## config.mk

```make
export PLATFORM = sky130hd
export DESIGN_NAME = post_wbuf
export DESIGN_NICKNAME = d
export VERILOG_FILES = /design/src/rtl/wbuf_pkg.sv /design/src/rtl/wbuf_store.sv /design/src/rtl/wbuf_match.sv /design/src/rtl/post_wbuf.sv
export SDC_FILE = /design/constraint.sdc
export NUM_CORES = 1
export LEC_CHECK = 0
export BUFFER_PORTS_ARGS = -buffer_cell sky130_fd_sc_hd__buf_2
export CAP_MARGIN = 30
export CELL_PAD_IN_SITES_DETAIL_PLACEMENT = 0
export CELL_PAD_IN_SITES_GLOBAL_PLACEMENT = 1
export CORE_ASPECT_RATIO = 1.25
export CORE_MARGIN = 4
export CORE_UTILIZATION = 30
export CTS_CLUSTER_DIAMETER = 200
export DETAILED_ROUTE_END_ITERATION = 6
export GPL_ROUTABILITY_DRIVEN = 0
export HOLD_SLACK_MARGIN = 0.02
export PLACE_DENSITY_LB_ADDON = 0.1
export SLEW_MARGIN = 20
export SYNTH_ARGS = -nofsm -noshare
export SYNTH_HDL_FRONTEND = slang
export SYNTH_SLANG_ARGS = --single-unit
```

## constraint.sdc

```tcl
create_clock -name clk -period 2 [get_ports clk]
set_clock_uncertainty 0.05 [all_clocks]
set_input_delay 0.2 -clock clk [delete_from_list [all_inputs] [get_ports clk]]
set_output_delay 0.2 -clock clk [all_outputs]
set_load 0.02 [all_outputs]
```

## src/rtl/wbuf_pkg.sv

```systemverilog
package wbuf_pkg;
  parameter int unsigned WB_DEPTH_DEF = 8;
  parameter int unsigned WB_AW_DEF    = 32;
  parameter int unsigned WB_DW_DEF    = 32;

  function automatic int unsigned wb_idx_w(input int unsigned n);
    return (n > 1) ? $clog2(n) : 1;
  endfunction
endpackage

```

## src/rtl/wbuf_store.sv

```systemverilog
module wbuf_store
  import wbuf_pkg::*;
#(
  parameter int unsigned DEPTH = WB_DEPTH_DEF,
  parameter int unsigned AW    = WB_AW_DEF,
  parameter int unsigned DW    = WB_DW_DEF
) (
  input  logic                     clk,
  input  logic                     rst_n,
  input  logic                     push,
  input  logic [AW-1:0]            push_addr,
  input  logic [DW-1:0]            push_data,
  input  logic                     pop,
  output logic [AW-1:0]            head_addr,
  output logic [DW-1:0]            head_data,
  output logic [DEPTH-1:0][AW-1:0] slot_addr,
  output logic [DEPTH-1:0]         slot_vld,
  output logic                     full,
  output logic                     empty
);
  localparam int unsigned PTR_W = wb_idx_w(DEPTH);
  localparam int unsigned CNT_W = $clog2(DEPTH + 1);
  localparam logic [PTR_W-1:0] LAST = PTR_W'(DEPTH - 1);

  logic [DEPTH-1:0][AW-1:0] addr_q;
  logic [DEPTH-1:0][DW-1:0] data_q;
  logic [PTR_W-1:0] wr_ptr_q, wr_ptr_d, rd_ptr_q, rd_ptr_d;
  logic [CNT_W-1:0] cnt_q, cnt_d;
  logic [DEPTH-1:0] vld_q, vld_d;

  always_comb begin
    wr_ptr_d = wr_ptr_q;
    rd_ptr_d = rd_ptr_q;
    vld_d    = vld_q;
    cnt_d    = cnt_q + CNT_W'(push) - CNT_W'(pop);
    if (pop) begin
      rd_ptr_d        = (rd_ptr_q == LAST) ? '0 : rd_ptr_q + 1'b1;
      vld_d[rd_ptr_q] = 1'b0;
    end
    if (push) begin
      wr_ptr_d        = (wr_ptr_q == LAST) ? '0 : wr_ptr_q + 1'b1;
      vld_d[wr_ptr_q] = 1'b1;
    end
  end

  always_ff @(posedge clk or negedge rst_n) begin
    if (!rst_n) begin
      wr_ptr_q <= '0;
      rd_ptr_q <= '0;
      cnt_q    <= '0;
      vld_q    <= '0;
    end else begin
      wr_ptr_q <= wr_ptr_d;
      rd_ptr_q <= rd_ptr_d;
      cnt_q    <= cnt_d;
      vld_q    <= vld_d;
    end
  end

  always_ff @(posedge clk) begin
    if (push) begin
      addr_q[wr_ptr_q] <= push_addr;
      data_q[wr_ptr_q] <= push_data;
    end
  end

  assign head_addr = addr_q[rd_ptr_q];
  assign head_data = data_q[rd_ptr_q];
  assign slot_addr = addr_q;
  assign slot_vld  = vld_q;
  assign full      = (cnt_q == CNT_W'(DEPTH));
  assign empty     = (cnt_q == '0);

  assert_no_overflow_R4: assert property (@(posedge clk) disable iff (!rst_n)
    push |-> (!full || pop));
  assert_no_underflow_R5: assert property (@(posedge clk) disable iff (!rst_n)
    pop |-> !empty);
  assert_count_keep_R6: assert property (@(posedge clk) disable iff (!rst_n)
    (push && pop) |=> $stable(cnt_q));
  assert_vld_matches_count_R8: assert property (@(posedge clk) disable iff (!rst_n)
    empty == (vld_q == '0));
endmodule

```

## src/rtl/wbuf_match.sv

```systemverilog
module wbuf_match
  import wbuf_pkg::*;
#(
  parameter int unsigned DEPTH = WB_DEPTH_DEF,
  parameter int unsigned AW    = WB_AW_DEF
) (
  input  logic                     clk,
  input  logic                     rst_n,
  input  logic                     rd_req,
  input  logic [AW-1:0]            rd_addr,
  input  logic [DEPTH-1:0][AW-1:0] slot_addr,
  input  logic [DEPTH-1:0]         slot_vld,
  output logic                     hold
);
  logic [DEPTH-1:0] hit;

  for (genvar g = 0; g < DEPTH; g++) begin : g_cmp
    assign hit[g] = slot_vld[g] && (slot_addr[g] == rd_addr);
  end

  assign hold = rd_req && (|hit);

  assert_hold_needs_entry_R7: assert property (@(posedge clk) disable iff (!rst_n)
    hold |-> (rd_req && (slot_vld != '0)));
endmodule

```

## src/rtl/post_wbuf.sv

```systemverilog
module post_wbuf
  import wbuf_pkg::*;
#(
  parameter int unsigned DEPTH = WB_DEPTH_DEF,
  parameter int unsigned AW    = WB_AW_DEF,
  parameter int unsigned DW    = WB_DW_DEF
) (
  input  logic          clk,
  input  logic          rst_n,
  input  logic          wr_req,
  input  logic [AW-1:0] wr_addr,
  input  logic [DW-1:0] wr_data,
  output logic          wr_stall,
  input  logic          rd_req,
  input  logic [AW-1:0] rd_addr,
  output logic          rd_hold,
  output logic          mem_valid,
  output logic [AW-1:0] mem_addr,
  output logic [DW-1:0] mem_data,
  input  logic          mem_ready,
  output logic          buf_full,
  output logic          buf_empty
);
  logic [1:0] rst_sync_q;
  logic       rst_int_n;

  always_ff @(posedge clk or negedge rst_n) begin
    if (!rst_n) rst_sync_q <= 2'b00;
    else        rst_sync_q <= {rst_sync_q[0], 1'b1};
  end
  assign rst_int_n = rst_sync_q[1];

  logic push, pop, full, empty;
  logic [DEPTH-1:0][AW-1:0] slot_addr;
  logic [DEPTH-1:0]         slot_vld;

  assign pop      = !empty && mem_ready;
  assign wr_stall = full && !pop;
  assign push     = wr_req && !wr_stall;

  wbuf_store #(.DEPTH(DEPTH), .AW(AW), .DW(DW)) u_store (
    .clk       (clk),
    .rst_n     (rst_int_n),
    .push      (push),
    .push_addr (wr_addr),
    .push_data (wr_data),
    .pop       (pop),
    .head_addr (mem_addr),
    .head_data (mem_data),
    .slot_addr (slot_addr),
    .slot_vld  (slot_vld),
    .full      (full),
    .empty     (empty)
  );

  wbuf_match #(.DEPTH(DEPTH), .AW(AW)) u_match (
    .clk       (clk),
    .rst_n     (rst_int_n),
    .rd_req    (rd_req),
    .rd_addr   (rd_addr),
    .slot_addr (slot_addr),
    .slot_vld  (slot_vld),
    .hold      (rd_hold)
  );

  assign mem_valid = !empty;
  assign buf_full  = full;
  assign buf_empty = empty;

  assert_head_stable_R5: assert property (@(posedge clk) disable iff (!rst_int_n)
    (mem_valid && !mem_ready) |=> (mem_valid && $stable(mem_addr) && $stable(mem_data)));
  assert_stall_when_full_R4: assert property (@(posedge clk) disable iff (!rst_int_n)
    (buf_full && !mem_ready) |-> wr_stall);
  assert_excl_flags_R1: assert property (@(posedge clk) disable iff (!rst_int_n)
    !(buf_full && buf_empty));
  assert_fill_shows_R3: assert property (@(posedge clk) disable iff (!rst_int_n)
    (buf_empty && wr_req) |=> mem_valid);
endmodule

```

==> out/results.ini, run 1 <==
[outcome]
status=finished, violations left
violations=setup timing

[placed_design]
io_buffers=169
placed_cell_area_um2=27000
dp_hpwl_um=59100

[power]
clkPwrFrac_pct=22.6
p_per_area_nw_per_um2=1380
p_sw_share_pct=35.4
power_frac_comb_pct=46.4
p_int_mw=30.8
leakagePower_nw=12.1
switchingPower_mw=16.9
seqPwrFrac_pct=31.0
peakVddDrop_mv=0.779

[worst_setup_path]
critical_path.most_common_cell=nand4_1
worst_setup_path_start_kind=register
crit_path_end_kind=output pin
max_stage_delay_ps=480
path_buf_inv=2
crit_type=reg2out
required_ps=1750
slowest_stage=edfxtp_1
cp_cell_sequence=xnor2_4, nand4_1, nor4_2, buf_4, nand4_1, o22ai_2, o41a_4, buf_6
cp_top_family=simple AND/OR/NAND/NOR gates
critPathArrivalTime_ps=2800
path_max_fanout=2

[floorplan]
ios=170
die_h_um=312
core_um2=73300
die_width_um=251
die_area_um2=78300
rows=111
start_util_pct=30.2

[drt]
wl_per_cell_um=31.3
drtAntennaViolNets=0
drt_iter0_markers=1123
dr.pass1.iters=5
routed_wirelength_um=96800
post-route-drc-count=0
via_count=15800
via_per_inst=5.12

[timing]
hold_viol_final=0
worst_pin_slew_ps=742
setup_viol=547
whs_ps=70.4
final.setup.tns_ps=-85550
fmax_mhz=328
finalCritPeriodShare_pct=152
setup_slack_ps=-1050
rsz0062_at_grt=true
fin_crit_ps=3050
max-slew-margin-rel_pct=50.1
drv_slew=0

[synth]
synth_edf_count=512
synth.area.mux_share_pct=0
synth-seq-area-share_pct=71.6
synthTopCellsByArea=edfxtp_1 (69%), a22oi_1 (8.7%), xnor2_1 (5.4%)
synthSimpleGateAreaFrac_pct=5.23
synth_nets=1493
yosysMostFrequentCell=edfxtp_1
ys_types=34
syn_inst=1381
async_flop_share_pct=3.76
synth_fa_ha_area_share_pct=0.655
ys_ff_latch=532
synth-compound-area-share_pct=9.35
synth-xor-area-share_pct=10.2
synth_top_area_share_pct=69.4
ys_warn_count=0
synth_ff_type=edfxtp_1
syn_area_um2=22200
synth_common_cells=edfxtp_1 (512), a22oi_1 (256), xnor2_1 (136)
yosys.area.top_type=edfxtp_1
synth_area_per_cell_um2=16.0
synth_top_family_by_area=XOR/XNOR gates

[grt]
grt_busiest_layer=met2
grt_util_met2_pct=42.6
overflow=0
met1_usage_pct=28.5
grt_pass1_wl_um=130000
met3_usage_pct=3.31
grt_max_degree=35
first_global_vias=16600
antenna_found_initial=5
track_usage_pct=23.5

[clock_tree]
numCtsBuffers=58
cts_tree=yes
cts_buffer_depth=3
htreeDepth=2
clk_latency_ps=620
cts_root_buf=clkbuf_16
path_clk_slew_ps=60
clkSinkCount=532

[final_layout]
area_delta_synth_final_pct=56.1
drive_above_1_share_pct=46.9
fillers=6388
final_area_um2=34600
multiInputGateArea_um2=7000
register_area_um2=15900
nets=2194

[hold_path]
hold_class=in2reg

[job]
max_cap_viol_count=0

## what timing repair did
item,4_1_cts,5_1_grt
setup buffers,106,43
hold buffers,67,0
setup endpoints to repair,429,579
gates resized for setup,441,161
endpoints found under the hold margin,515,0
cloned,52,26
pin swaps,136,109
## sequential cells by signal, indices dropped and copies added, names as in the netlist
signal,count
u_store.data_q,256
u_store.slot_vld,8
u_store.cnt_q,4
rst_sync_q,2
u_store.slot_addr,256
u_store.wr_ptr_q,3
u_store.rd_ptr_q,3
## cells in the final DEF (no fill, tap or decap), types with 3 or more instances in the layout
| master | n |
|---|---|
| a22oi_2 | 193 |
| nor3_1 | 10 |
| inv_2 | 5 |
| buf_16 | 35 |
| edfxtp_1 | 512 |
| ha_1 | 6 |
| xnor2_1 | 130 |
| nor2_4 | 9 |
| clkinv_1 | 9 |
| buf_8 | 21 |
| buf_12 | 122 |
| a22oi_1 | 63 |
| clkinvlp_4 | 3 |
| xnor2_2 | 5 |
| buf_2 | 103 |
| dlygate4sd3_1 | 67 |
| nand3_1 | 8 |
| o2bb2ai_1 | 5 |
| a21o_1 | 4 |
| clkinv_2 | 10 |
| inv_1 | 4 |
| nor4_4 | 4 |
| nand2b_1 | 3 |
| dfrtp_2 | 3 |
| nand4_1 | 104 |
| clkbuf_1 | 13 |
| clkbuf_16 | 80 |
| ha_4 | 4 |
| bufinv_16 | 6 |
| xor2_1 | 122 |
| nor3b_4 | 3 |
| o22ai_2 | 3 |
| nor4_1 | 27 |
| dfrtp_1 | 17 |
| buf_4 | 251 |
| nand2_4 | 3 |
| buf_6 | 112 |
| nand2_1 | 21 |
## through the flow
step	power, mW	setup slack [ps]	util (%)	instances
floorplan	21.3	-1480	-	1381
global placement	29.3	-822	36.9	2737
detailed placement	29.3	-815	36.9	2737
CTS	47.5	-1070	45.9	3060
global route	49.4	-1120	47.2	3089
finish	47.8	-1050	47.2	3090
## routing by layer
layer  share of wire (%)  vias up
li1                    -     6929
met1                  39     8273
met2                  52      481
met3                 4.4      145
met4                 4.0        2
met5               0.013        -
## worst min-delay path, delay by kind of cell
family                 cells  cell delay (ps)
buffers and inverters      3              330
and+or+nand+nor            3              170
## cells by family (layout without fill, tap and decap cells)
family | count (synthesis) | in the layout
other | 1 | 3
buffers and inverters | 102 | 848
XOR/XNOR | 258 | 258
AO/OA/AOI/OAI | 275 | 275
AND/OR/NAND/NOR | 202 | 203
adder cells (fa/ha/maj) | 11 | 11
flip-flops | 532 | 532
## path summary, 6_finish.rpt
path                       cells past startpoint             endpoint  slack (ps)                    from
max                                            8              rd_hold       -1050  u_store.slot_addr[203]
min                                            6  u_store.rd_ptr_q[2]          70               mem_ready
max reg2reg                                   14   u_store.data_q[93]        -220        u_store.cnt_q[3]
min reg2reg                                    1     u_store.cnt_q[3]         140           rst_sync_q[1]
max in group asynchronous                      3        rst_sync_q[1]        1370                   rst_n
min in group asynchronous                      1     u_store.cnt_q[3]         140           rst_sync_q[1]
## final cells by class
type                            count  share of cell area, %
Clock buffer                       74                   4.49
Antenna cell                        2                 0.0145
Timing Repair Buffer              732                   24.8
Inverter                           10                  0.116
Sequential cell                   532                   45.9
Clock inverter                     32                  0.962
Multi-Input combinational cell    748                   20.2
Tap cell                          960                   3.47
## power by group through the flow
stage | logic (mW) | registers (mW) | clock network (mW)
2_1_floorplan | 6.61 | 14.7 | 0
6_report | 22.2 | 14.8 | 10.8
4_1_cts | 21.7 | 14.7 | 11.0
3_5_place_dp | 14.4 | 14.9 | 0
3_3_place_gp | 14.4 | 14.9 | 0
5_1_grt | 23.1 | 14.9 | 11.5
Note: power is estimated with default switching activity, not from simulation.
==> inputs of run 2 (changes only) <==
- SKIP_LAST_GASP: not set -> 1
==> out/results.ini, run 2 (same netlist as run 1, synthesis figures left out) <==
[timing]
worst_pin_slew_ps=742  ; about the same
final.setup.tns_ps=-79430  ; was -85550 ps
fmax_mhz=328  ; about the same
whs_ps=64.6  ; was 70.4 ps
setup_viol=535  ; was 547
fin_crit_ps=3050  ; about the same
max-slew-margin-rel_pct=50.1  ; about the same
finalCritPeriodShare_pct=153  ; was 152%
hold_viol_final=0  ; unchanged
drv_slew=0  ; unchanged
rsz0062_at_grt=true  ; unchanged
setup_slack_ps=-1050  ; about the same

[drt]
via_count=15800  ; about the same
wl_per_cell_um=31.2  ; was 31.3 µm
drt_iter0_markers=1203  ; was 1123
drtAntennaViolNets=0  ; unchanged
routed_wirelength_um=96300  ; was 96800 µm
post-route-drc-count=0  ; unchanged
dr.pass1.iters=5  ; unchanged
via_per_inst=5.12  ; about the same

[job]
max_cap_viol_count=0  ; unchanged

[placed_design]
io_buffers=169  ; unchanged
placed_cell_area_um2=27000  ; unchanged
preCtsSetupSlack_ps=-815  ; unchanged
dp_hpwl_um=59100  ; unchanged
placedCellCount=2737  ; unchanged

[worst_setup_path]
critical_path.most_common_cell=nand4_1  ; unchanged
crit_type=reg2out  ; unchanged
critPathArrivalTime_ps=2800  ; about the same
cp_cell_sequence=xnor2_4, nand4_1, nor4_2, buf_4, nand4_1, o22ai_2, o41a_4, buf_6  ; unchanged
crit_path_end_kind=output pin  ; unchanged
ff2ff_setup_slack_ps=-210  ; was -220 ps
required_ps=1750  ; about the same
slowest_stage=edfxtp_1  ; unchanged
path_max_fanout=2  ; unchanged
cp_top_family=simple AND/OR/NAND/NOR gates  ; unchanged
max_stage_delay_ps=470  ; was 480 ps
path_buf_inv=2  ; unchanged
worst_setup_path_start_kind=register  ; unchanged

[power]
p_per_area_nw_per_um2=1380  ; about the same
leakagePower_nw=12.0  ; was 12.1 nW
peakVddDrop_mv=0.779  ; about the same
p_total_mw=47.5  ; was 47.8 mW

[floorplan]
ios=170  ; unchanged
die_area_um2=78300  ; unchanged
rows=111  ; unchanged
core_um2=73300  ; unchanged
die_width_um=251  ; unchanged
start_util_pct=30.2  ; unchanged
die_h_um=312  ; unchanged

[final_layout]
drive_above_1_share_pct=46.3  ; was 46.9%
nets=2190  ; was 2194
area_delta_synth_final_pct=55.4  ; was 56.1%
final_area_um2=34400  ; was 34600 µm²
final_cell_mix=edfxtp_1 (512), buf_4 (253), a22oi_2 (183)  ; was edfxtp_1 (512), buf_4 (251), a22oi_2 (193)
stdcell_count=3087  ; was 3090
final_common_cell=edfxtp_1  ; unchanged
fin_util_pct=47.0  ; was 47.2%

[grt]
antenna_found_initial=5  ; unchanged
grt_pass1_wl_um=130000  ; about the same
first_global_vias=16600  ; about the same
overflow=0  ; unchanged
grt_max_degree=35  ; unchanged
track_usage_pct=23.4  ; was 23.5%

[clock_tree]
cts_tree=yes  ; unchanged
clkSinkCount=532  ; unchanged
path_clk_slew_ps=60  ; about the same
cts_root_buf=clkbuf_16  ; unchanged
clk_latency_ps=630  ; was 620 ps
numCtsBuffers=58  ; unchanged
htreeDepth=2  ; unchanged
cts_buffer_depth=3  ; unchanged

[outcome]
violations=setup timing  ; unchanged
status=finished, violations left  ; unchanged

[hold_path]
hold_class=in2reg  ; unchanged

[run 2: path summary, 6_finish.rpt]
| check | startpoint | endpoint | depth (start not counted) |
|---|---|---|---|
| setup / recovery | u_store.slot_addr[203] | rd_hold | 8 |
| setup reg to reg | u_store.cnt_q[3] | u_store.data_q[93] | 14 |
| min in group asynchronous | rst_sync_q[1] | u_store.cnt_q[3] | 1 |
| max in group asynchronous | rst_n | rst_sync_q[1] | 3 |
| hold / removal | mem_ready | u_store.rd_ptr_q[2] | 6 |
| hold reg to reg | rst_sync_q[1] | u_store.cnt_q[3] | 1 |
[run 2: layout make-up]
class	count	area [µm²]
inverter	10	40.0
clock buffer	74	1550
multi-input combinational	748	6950
antenna	3	7.51
sequential	532	15900
tap	960	1200
timing repair buffer	728	8470
fill	6394	38900
clock inverter	32	333
[run 2: timing repair]
action | 4_1_cts | 5_1_grt
pin swaps | 128 | 114
hold buffers | 67 | 0
cloned | 52 | 24
gates resized for setup | 415 | 169
buffers inserted | 106 | 47
endpoints found under the setup margin | 429 | 579
hold endpoints to repair | 515 | 0
[run 2: per-layer routing]
| layer | GRT usage (%) | vias up | routed length (µm) |
|---|---|---|---|
| met4 | 8.36 | 2 | 4280 |
| met3 | 3.44 | 159 | 4580 |
| met2 | 42.3 | 507 | 50400 |
| met1 | 28.4 | 8222 | 37000 |
| li1 | - | 6928 | - |
| met5 | 0 | - | 13 |
[run 2: power breakdown]
group / switching (mW) / total (mW) / internal (mW) / leakage [nW]
combinational: 11.4 / 21.9 / 10.5 / 6.23
clock: 4.55 / 10.8 / 6.25 / 0.918
sequential: 0.855 / 14.8 / 13.9 / 4.88
total: 16.8 / 47.5 / 30.7 / 12.0
[run 2: tightest hold or removal path: cells and delay by family]
family	cells	cell delay, ps
AND/OR/NAND/NOR	3	170
buffers and inverters	3	330
